===== src/rtl/burst_tx_pkg.sv =====
package burst_tx_pkg;

  typedef enum logic [3:0] {
    ST_IDLE     = 4'd0,
    ST_BUILD    = 4'd1,
    ST_READY    = 4'd2,
    ST_PEND     = 4'd3,
    ST_ACTIVE   = 4'd4,
    ST_CHAIN    = 4'd5,
    ST_ERR_LONG = 4'd8,
    ST_ERR_LATE = 4'd9,
    ST_ERR_BUSY = 4'd10
  } tx_state_e;

  function automatic logic holds_rf(input tx_state_e s, input logic chained);
    return (s == ST_ACTIVE) || (s == ST_CHAIN) ||
           (chained && ((s == ST_BUILD) || (s == ST_PEND)));
  endfunction

endpackage


===== src/rtl/bts_dwell_timer.sv =====
module bts_dwell_timer #(
  parameter int unsigned CLK_MHZ  = 250,
  parameter int unsigned DWELL_US = 20
) (
  input  logic clk,
  input  logic rst,
  input  logic run,
  output logic expire
);
  localparam int unsigned DWELL_CYC = CLK_MHZ * DWELL_US;
  localparam int unsigned CNT_W     = $clog2(DWELL_CYC + 1);
  localparam logic [CNT_W-1:0] LAST = CNT_W'(DWELL_CYC - 1);

  logic [CNT_W-1:0] cnt_q;

  always_ff @(posedge clk) begin
    if (rst || !run) cnt_q <= '0;
    else if (cnt_q != LAST) cnt_q <= cnt_q + 1'b1;
  end

  assign expire = run && (cnt_q == LAST);
endmodule


===== src/rtl/bts_rf_sequencer.sv =====
module bts_rf_sequencer #(
  parameter int unsigned RF_W        = 3,
  parameter int unsigned RAMP_CYCLES = 4
) (
  input  logic            clk,
  input  logic            rst,
  input  logic            keep_rf_nxt,
  input  logic            pa_on_nxt,
  output logic [RF_W-1:0] rf_en,
  output logic            pa_ramp_up
);
  localparam int unsigned CNT_W = $clog2(RAMP_CYCLES + 1);
  localparam logic [CNT_W-1:0] LAST = CNT_W'(RAMP_CYCLES - 1);

  logic             on_q;
  logic             drain_q;
  logic [CNT_W-1:0] cnt_q;

  always_ff @(posedge clk) begin
    if (rst) begin
      on_q       <= 1'b0;
      drain_q    <= 1'b0;
      cnt_q      <= '0;
      pa_ramp_up <= 1'b0;
    end else begin
      pa_ramp_up <= pa_on_nxt;
      if (keep_rf_nxt) begin
        on_q    <= 1'b1;
        drain_q <= 1'b0;
        cnt_q   <= '0;
      end else if (on_q && !drain_q) begin
        drain_q <= 1'b1;
        cnt_q   <= '0;
      end else if (drain_q) begin
        if (cnt_q == LAST) begin
          on_q    <= 1'b0;
          drain_q <= 1'b0;
          cnt_q   <= '0;
        end else begin
          cnt_q <= cnt_q + 1'b1;
        end
      end
    end
  end

  for (genvar g = 0; g < RF_W; g++) begin : g_rf
    assign rf_en[g] = on_q;
  end
endmodule


===== src/rtl/bts_state_core.sv =====
module bts_state_core
  import burst_tx_pkg::*;
(
  input  logic      clk,
  input  logic      rst,
  input  logic      fifo_has_data,
  input  logic      build_done,
  input  logic      build_overflow,
  input  logic      host_start,
  input  logic      host_reset,
  input  logic      slot_strobe,
  input  logic      cs_mode_en,
  input  logic      carrier_det,
  input  logic      eom_strobe,
  input  logic      dwell_expire,
  output tx_state_e state_q,
  output logic      tx_done,
  output logic      keep_rf_nxt,
  output logic      pa_on_nxt
);
  tx_state_e state_nxt;
  logic      chain_q, chain_nxt;
  logic      armed_q, armed_nxt;
  logic      done_nxt;

  always_comb begin
    state_nxt = state_q;
    chain_nxt = chain_q;
    armed_nxt = armed_q;
    done_nxt  = 1'b0;
    if (host_reset) begin
      state_nxt = ST_IDLE;
      chain_nxt = 1'b0;
      armed_nxt = 1'b0;
    end else begin
      unique case (state_q)
        ST_IDLE: begin
          if (host_start) armed_nxt = 1'b1;
          if (fifo_has_data) state_nxt = ST_BUILD;
        end
        ST_BUILD: begin
          if (build_overflow) begin
            state_nxt = ST_ERR_LONG;
            done_nxt  = 1'b1;
            chain_nxt = 1'b0;
            armed_nxt = 1'b0;
          end else if (build_done) begin
            state_nxt = (chain_q || armed_q || host_start) ? ST_PEND : ST_READY;
          end else if (slot_strobe) begin
            state_nxt = ST_ERR_LATE;
            done_nxt  = 1'b1;
            chain_nxt = 1'b0;
            armed_nxt = 1'b0;
          end else if (host_start) begin
            armed_nxt = 1'b1;
          end
        end
        ST_READY: begin
          if (host_start) state_nxt = ST_PEND;
        end
        ST_PEND: begin
          if (slot_strobe) begin
            chain_nxt = 1'b0;
            armed_nxt = 1'b0;
            if (cs_mode_en && carrier_det) begin
              state_nxt = ST_ERR_BUSY;
              done_nxt  = 1'b1;
            end else begin
              state_nxt = ST_ACTIVE;
            end
          end
        end
        ST_ACTIVE: begin
          if (eom_strobe) begin
            if (fifo_has_data) begin
              state_nxt = ST_CHAIN;
              chain_nxt = 1'b1;
            end else begin
              state_nxt = ST_IDLE;
              done_nxt  = 1'b1;
            end
          end
        end
        ST_CHAIN: begin
          if (dwell_expire) state_nxt = ST_BUILD;
        end
        ST_ERR_LONG: state_nxt = ST_ERR_LONG;
        ST_ERR_LATE: begin
          if (build_done)      state_nxt = (armed_q || host_start) ? ST_PEND : ST_READY;
          else if (host_start) armed_nxt = 1'b1;
        end
        ST_ERR_BUSY: begin
          if (host_start) state_nxt = ST_PEND;
        end
        default: state_nxt = ST_IDLE;
      endcase
    end
  end

  assign keep_rf_nxt = holds_rf(state_nxt, chain_nxt);
  assign pa_on_nxt   = (state_nxt == ST_ACTIVE);

  always_ff @(posedge clk) begin
    if (rst) begin
      state_q <= ST_IDLE;
      chain_q <= 1'b0;
      armed_q <= 1'b0;
      tx_done <= 1'b0;
    end else begin
      state_q <= state_nxt;
      chain_q <= chain_nxt;
      armed_q <= armed_nxt;
      tx_done <= done_nxt;
    end
  end
endmodule


===== src/rtl/burst_tx_seq.sv =====
module burst_tx_seq
  import burst_tx_pkg::*;
#(
  parameter int unsigned RF_W        = 3,
  parameter int unsigned RAMP_CYCLES = 4,
  parameter int unsigned CLK_MHZ     = 250,
  parameter int unsigned DWELL_US    = 20
) (
  input  logic            clk,
  input  logic            rst,
  input  logic            fifo_has_data,
  input  logic            build_done,
  input  logic            build_overflow,
  input  logic            host_start,
  input  logic            host_reset,
  input  logic            slot_strobe,
  input  logic            cs_mode_en,
  input  logic            carrier_det,
  input  logic            eom_strobe,
  output logic [RF_W-1:0] rf_en,
  output logic            pa_ramp_up,
  output logic [3:0]      state_code,
  output logic            tx_done
);
  tx_state_e state_q;
  logic      keep_rf_nxt, pa_on_nxt, dwell_expire;

  bts_state_core u_core (
    .clk           (clk),
    .rst           (rst),
    .fifo_has_data (fifo_has_data),
    .build_done    (build_done),
    .build_overflow(build_overflow),
    .host_start    (host_start),
    .host_reset    (host_reset),
    .slot_strobe   (slot_strobe),
    .cs_mode_en    (cs_mode_en),
    .carrier_det   (carrier_det),
    .eom_strobe    (eom_strobe),
    .dwell_expire  (dwell_expire),
    .state_q       (state_q),
    .tx_done       (tx_done),
    .keep_rf_nxt   (keep_rf_nxt),
    .pa_on_nxt     (pa_on_nxt)
  );

  bts_dwell_timer #(.CLK_MHZ(CLK_MHZ), .DWELL_US(DWELL_US)) u_dwell (
    .clk   (clk),
    .rst   (rst),
    .run   (state_q == ST_CHAIN),
    .expire(dwell_expire)
  );

  bts_rf_sequencer #(.RF_W(RF_W), .RAMP_CYCLES(RAMP_CYCLES)) u_rf (
    .clk        (clk),
    .rst        (rst),
    .keep_rf_nxt(keep_rf_nxt),
    .pa_on_nxt  (pa_on_nxt),
    .rf_en      (rf_en),
    .pa_ramp_up (pa_ramp_up)
  );

  assign state_code = state_q;
endmodule


===== config.mk =====
export PLATFORM = sky130hd
export DESIGN_NAME = burst_tx_seq
export DESIGN_NICKNAME = d
export VERILOG_FILES = /design/src/rtl/burst_tx_pkg.sv /design/src/rtl/bts_dwell_timer.sv /design/src/rtl/bts_rf_sequencer.sv /design/src/rtl/bts_state_core.sv /design/src/rtl/burst_tx_seq.sv
export SDC_FILE = /design/constraint.sdc
export NUM_CORES = 1
export LEC_CHECK = 0
export ABC_AREA = 0
export BUFFER_PORTS_ARGS = -buffer_cell sky130_fd_sc_hd__buf_2
export CAP_MARGIN = 20
export CORE_AREA = 5 5 71 73
export DETAILED_ROUTE_END_ITERATION = 10
export DIE_AREA = 0 0 76 78
export PLACE_DENSITY = 0.54
export RECOVER_POWER = 25
export SETUP_SLACK_MARGIN = 0.5
export SLEW_MARGIN = 20
export SYNTH_ARGS = -nofsm -noshare
export SYNTH_HDL_FRONTEND = slang
export SYNTH_SLANG_ARGS = --single-unit

===== constraint.sdc =====
create_clock -name clk -period 3.5 [get_ports clk]
set_input_delay 0.35 -clock clk [delete_from_list [all_inputs] [get_ports clk]]
set_output_delay 0.35 -clock clk [all_outputs]
set_load 0.05 [all_outputs]

==> results by group <==
STA
  – Final number of setup-violating endpoints: 0
  – Slew of the pin with the lowest slew margin: between 600 and 700 ps
  – Max-slew violation count: 0
  – Hold Violations, Final: 0
  – Setup repair after global routing missed its margin: no
  – Share of the cycle needed by the critical path after routing: 0.593
  – Highest achievable clock rate: 482 MHz
  – Slew Limit Headroom: 0.601
  – Final worst clock skew: 9.01 ps
  – Total negative setup slack: 0 ps
  – Final Critical Period: slightly above 2000 ps

Synth
  – Number of enable flip-flop cells after synthesis: 0
  – Share of flip-flops with an asynchronous set or reset after synthesis: 0
  – Largest family of logic cells by synthesized area: simple AND/OR/NAND/NOR gates
  – Distinct cell type count of the synthesized netlist: 44
  – Post-synthesis sequential element count: 26
  – Synth Area in Simple Gates: 0.327
  – Compound-Gate Fraction of Synth Area: 0.174
  – Sequential cell area fraction in the yosys report: 0.354
  – Xor/xnor cell area share of the yosys netlist: 0.0595
  – Post-Synth Adder-Cell Area: 0.0170
  – Total nets after synthesis: 189
  – Syn_area_per_cell: around 8.4 sq um
  – Number of instances in the synthesized netlist: roughly 180
  – Syn. warnings: 0
  – Most frequently used flop master after synthesis: sky130_fd_sc_hd__dfxtp_1
  – Cell area after synthesis: 1470 sq um
  – Multiplexer share of the synthesized area: 0.00680

Clock tree
  – Total setup buffers inserted after CTS: 0
  – Hold-fix buffers at CTS: 0
  – Worst skew pair latency: ~270 ps
  – Number of levels in the clock H-tree: 1
  – Deepest clock path buffer count: 2
  – CTS Root Buffer Type: sky130_fd_sc_hd__clkbuf_8
  – Clock slew at reported path FFs: 100 ps
  – Post-cts resize count: 0
  – Clock buffer count from CTS: 3
  – CTS sink count: 26
  – CTS tree: done

GRT
  – Pin count of the biggest net entering global routing: 16
  – Wire length of the first global-routing pass: around 5500 um
  – Leftover overflow at the end of global routing: 0
  – Number of global-route vias before repair: between 1000 and 1500
  – Antenna violations before repair: 0
  – Gr usage total: 0.110

Placed design
  – Port Buf Inserts: 19
  – Final weighted congestion of routability-driven global placement: approximately 0.88
  – Total placed cells including tap cells: roughly 240
  – Detailed Place HPWL: 2390 um

Floorplanning
  – Die boundary width: around 76 um
  – Initial cell density of the core: 0.343
  – Overall die height: ~78 um
  – Standard-cell rows: 24
  – Core Region: 4290 sq um
  – I/O pin cnt: 20
  – Full die area: ~5900 sq um

Critical path
  – CP Capture Type: register
  – Reg2Reg Depth: 5
  – Crit path DAT: 2250 ps
  – Maximum net fanout on the critical path: 15
  – Minimum setup slack among reg-to-reg paths: between 1000 and 1500 ps
  – Startpoint of the worst setup timing path: u_core.state_q[0]
  – Startpoint Class: register
  – End of the worst register-to-register path: u_rf.on_q
  – Required time at the worst-slack endpoint: 3680 ps
  – Worst setup path class: register to register
  – Crit Reg-Reg Startpoint: u_core.state_q[0]

Pwr
  – Net Sw Frac: 0.209
  – Reg power frac: 0.512
  – Clk network pwr share: 0.423
  – Switching power summed over all nets: approximately 0.00012 W
  – P_int: between 0.0004 and 0.0005 W
  – Power Density: 362 nW/um^2
  – Reported leakage power: 0.581 nW
  – VDD IR max: between 200 and 300 uV
  – Share of power burned in combinational logic: 0.066

Cells and area
  – Final non-filler cell total: roughly 240
  – Area Growth Syn to Fin: 10.4%
  – Share of post-route cells with drive strength above 1: 0.153
  – Diode insertion count for antenna repair: 0
  – Net total in the final layout: around 200

Routing
  – Pre-Repair DR Iteration Count: 4
  – Drt total wl: ~3200 um
  – Initial DRC count: 100
  – Post-detailed-route count of antenna-violating nets: 0
  – Wire per inst: around 13 um
  – # DRC: 0
  – Count of vias placed by the detailed router: roughly 1300
  – Post-detailed-route via-to-cell ratio: 5.31

Worst hold path
  – Worst Hold End: u_rf.cnt_q[0]
  – Kind of path behind the tightest hold check: input port to register
  – Hold depth: 2
  – Start point of the worst min-delay path: rst

Flow run
  – Max-cap check violation count: 0

Status
  – Outcome: completed
-- synthesized netlist by cell type (2+ instances only) --
| master | number | share of area |
|---|---|---|
| sky130_fd_sc_hd__o211ai_1 | 2 | 0.010 |
| sky130_fd_sc_hd__nor4_2 | 2 | 0.017 |
| sky130_fd_sc_hd__buf_6 | 3 | 0.023 |
| sky130_fd_sc_hd__nand4_1 | 6 | 0.026 |
| sky130_fd_sc_hd__o21ai_0 | 10 | 0.034 |
| sky130_fd_sc_hd__nor2_1 | 26 | 0.066 |
| sky130_fd_sc_hd__inv_1 | 6 | 0.015 |
| sky130_fd_sc_hd__and3b_1 | 2 | 0.012 |
| sky130_fd_sc_hd__nand3b_1 | 2 | 0.010 |
| sky130_fd_sc_hd__nand2b_1 | 4 | 0.017 |
| sky130_fd_sc_hd__a22oi_1 | 3 | 0.015 |
| sky130_fd_sc_hd__buf_4 | 3 | 0.015 |
| sky130_fd_sc_hd__nor4b_1 | 3 | 0.018 |
| sky130_fd_sc_hd__clkbuf_1 | 3 | 0.0077 |
| sky130_fd_sc_hd__a21oi_1 | 12 | 0.041 |
| sky130_fd_sc_hd__xnor2_1 | 5 | 0.030 |
| sky130_fd_sc_hd__xor2_1 | 5 | 0.030 |
| sky130_fd_sc_hd__nor3b_1 | 4 | 0.020 |
| sky130_fd_sc_hd__nand3_1 | 4 | 0.014 |
| sky130_fd_sc_hd__and3_2 | 2 | 0.010 |
| sky130_fd_sc_hd__a31oi_1 | 2 | 0.0085 |
| sky130_fd_sc_hd__and3_1 | 5 | 0.021 |
| sky130_fd_sc_hd__dfxtp_1 | 26 | 0.35 |
| sky130_fd_sc_hd__and2b_2 | 3 | 0.018 |
| sky130_fd_sc_hd__ha_1 | 2 | 0.017 |
| sky130_fd_sc_hd__o21a_1 | 2 | 0.010 |
| sky130_fd_sc_hd__nand2_1 | 12 | 0.031 |
-- worst max-delay path by stage --
stage	end	slack (ps)	cells past startpoint
finish	u_rf.on_q	1420	5
global route	u_rf.cnt_q[0]	1240	5
CTS	u_rf.cnt_q[0]	1420	5
detailed placement	u_rf.on_q	1420	5
global placement	u_rf.on_q	1530	5
floorplan	u_rf.on_q	1470	5
-- layer usage --
metal  vias up  part of all wire  track usage
met5         -                 0            0
met3         5             0.051       0.0336
met4         0             0.012       0.0374
met2        28              0.47        0.178
met1       601              0.46        0.139
li1        650                 -            -
-- worst max-delay path, cell delays in order (launching register included) --
cell,delay [ps]
sky130_fd_sc_hd__dfxtp_1,610
sky130_fd_sc_hd__and3b_1,230
sky130_fd_sc_hd__and3_2,210
sky130_fd_sc_hd__a211oi_1,500
sky130_fd_sc_hd__a211oi_2,190
sky130_fd_sc_hd__o21ba_2,240
-- placed cells by master (no fill, tap or decap), drive strengths merged, types with 3 or more instances in the layout --
| cell type | instances |
|---|---|
| and3 | 7 |
| nand2b | 4 |
| o21ai | 10 |
| dfxtp | 26 |
| xnor2 | 5 |
| nand4 | 6 |
| nand2 | 12 |
| buf | 12 |
| nor2 | 26 |
| xor2 | 5 |
| nor3b | 4 |
| nor4b | 3 |
| a21oi | 12 |
| and2b | 3 |
| inv | 6 |
| clkbuf | 10 |
| a22oi | 3 |
| nor4 | 3 |
| nand3 | 4 |
-- stage by stage --
| step | instance area [sq um] | util | power, W | hold slack (ps) | setup slack, ps |
|---|---|---|---|---|---|
| 2_1_floorplan | 1470 | - | 0.000334 | 421 | 1470 |
| 3_3_place_gp | 1560 | 0.364 | 0.000348 | 490 | 1530 |
| 3_5_place_dp | 1560 | 0.364 | 0.000347 | 497 | 1420 |
| 4_1_cts | 1640 | 0.381 | 0.000598 | 362 | 1420 |
| 5_1_grt | 1620 | 0.378 | 0.000620 | 362 | 1240 |
| 6_report | 1620 | 0.378 | 0.000588 | 362 | 1420 |
-- registers in the layout, summed over array words and instances, names as in the netlist --
signal	count
u_core.armed_q	1
u_core.chain_q	1
u_core.state_q	4
u_core.tx_done	1
u_dwell.cnt_q	13
u_rf.cnt_q	3
u_rf.drain_q	1
u_rf.on_q	1
u_rf.pa_ramp_up	1
-- cells by family (layout without fill, tap and decap cells) --
logic type	Yosys count	in the layout
fa+ha+maj	2	2
mux	1	1
compound gates	38	38
buf+inv	15	29
simple gates	84	84
xor+xnor	10	10
flops	26	26
-- area by class of cell --
type                    instances  area (sq um)
inverters                       6          22.5
multi-input cells             135           858
clock buffers                   3          41.3
clock inverters                 1          30.0
fillers                       453          2670
well taps                      52          65.1
flip-flops and latches         26           520
repair buffers                 19          86.3
-- power groups by stage --
stage | sequential (W) | clock (W) | combinational, W
after detailed placement | 0.000308 | 0 | 0.0000393
after CTS | 0.000301 | 0.000257 | 0.0000394
final | 0.000301 | 0.000249 | 0.0000386
after floorplan | 0.000309 | 0 | 0.0000246
after global routing | 0.000302 | 0.000275 | 0.0000425
after global placement | 0.000308 | 0 | 0.0000402
No activity file was read; power rests on OpenSTA's default activity.
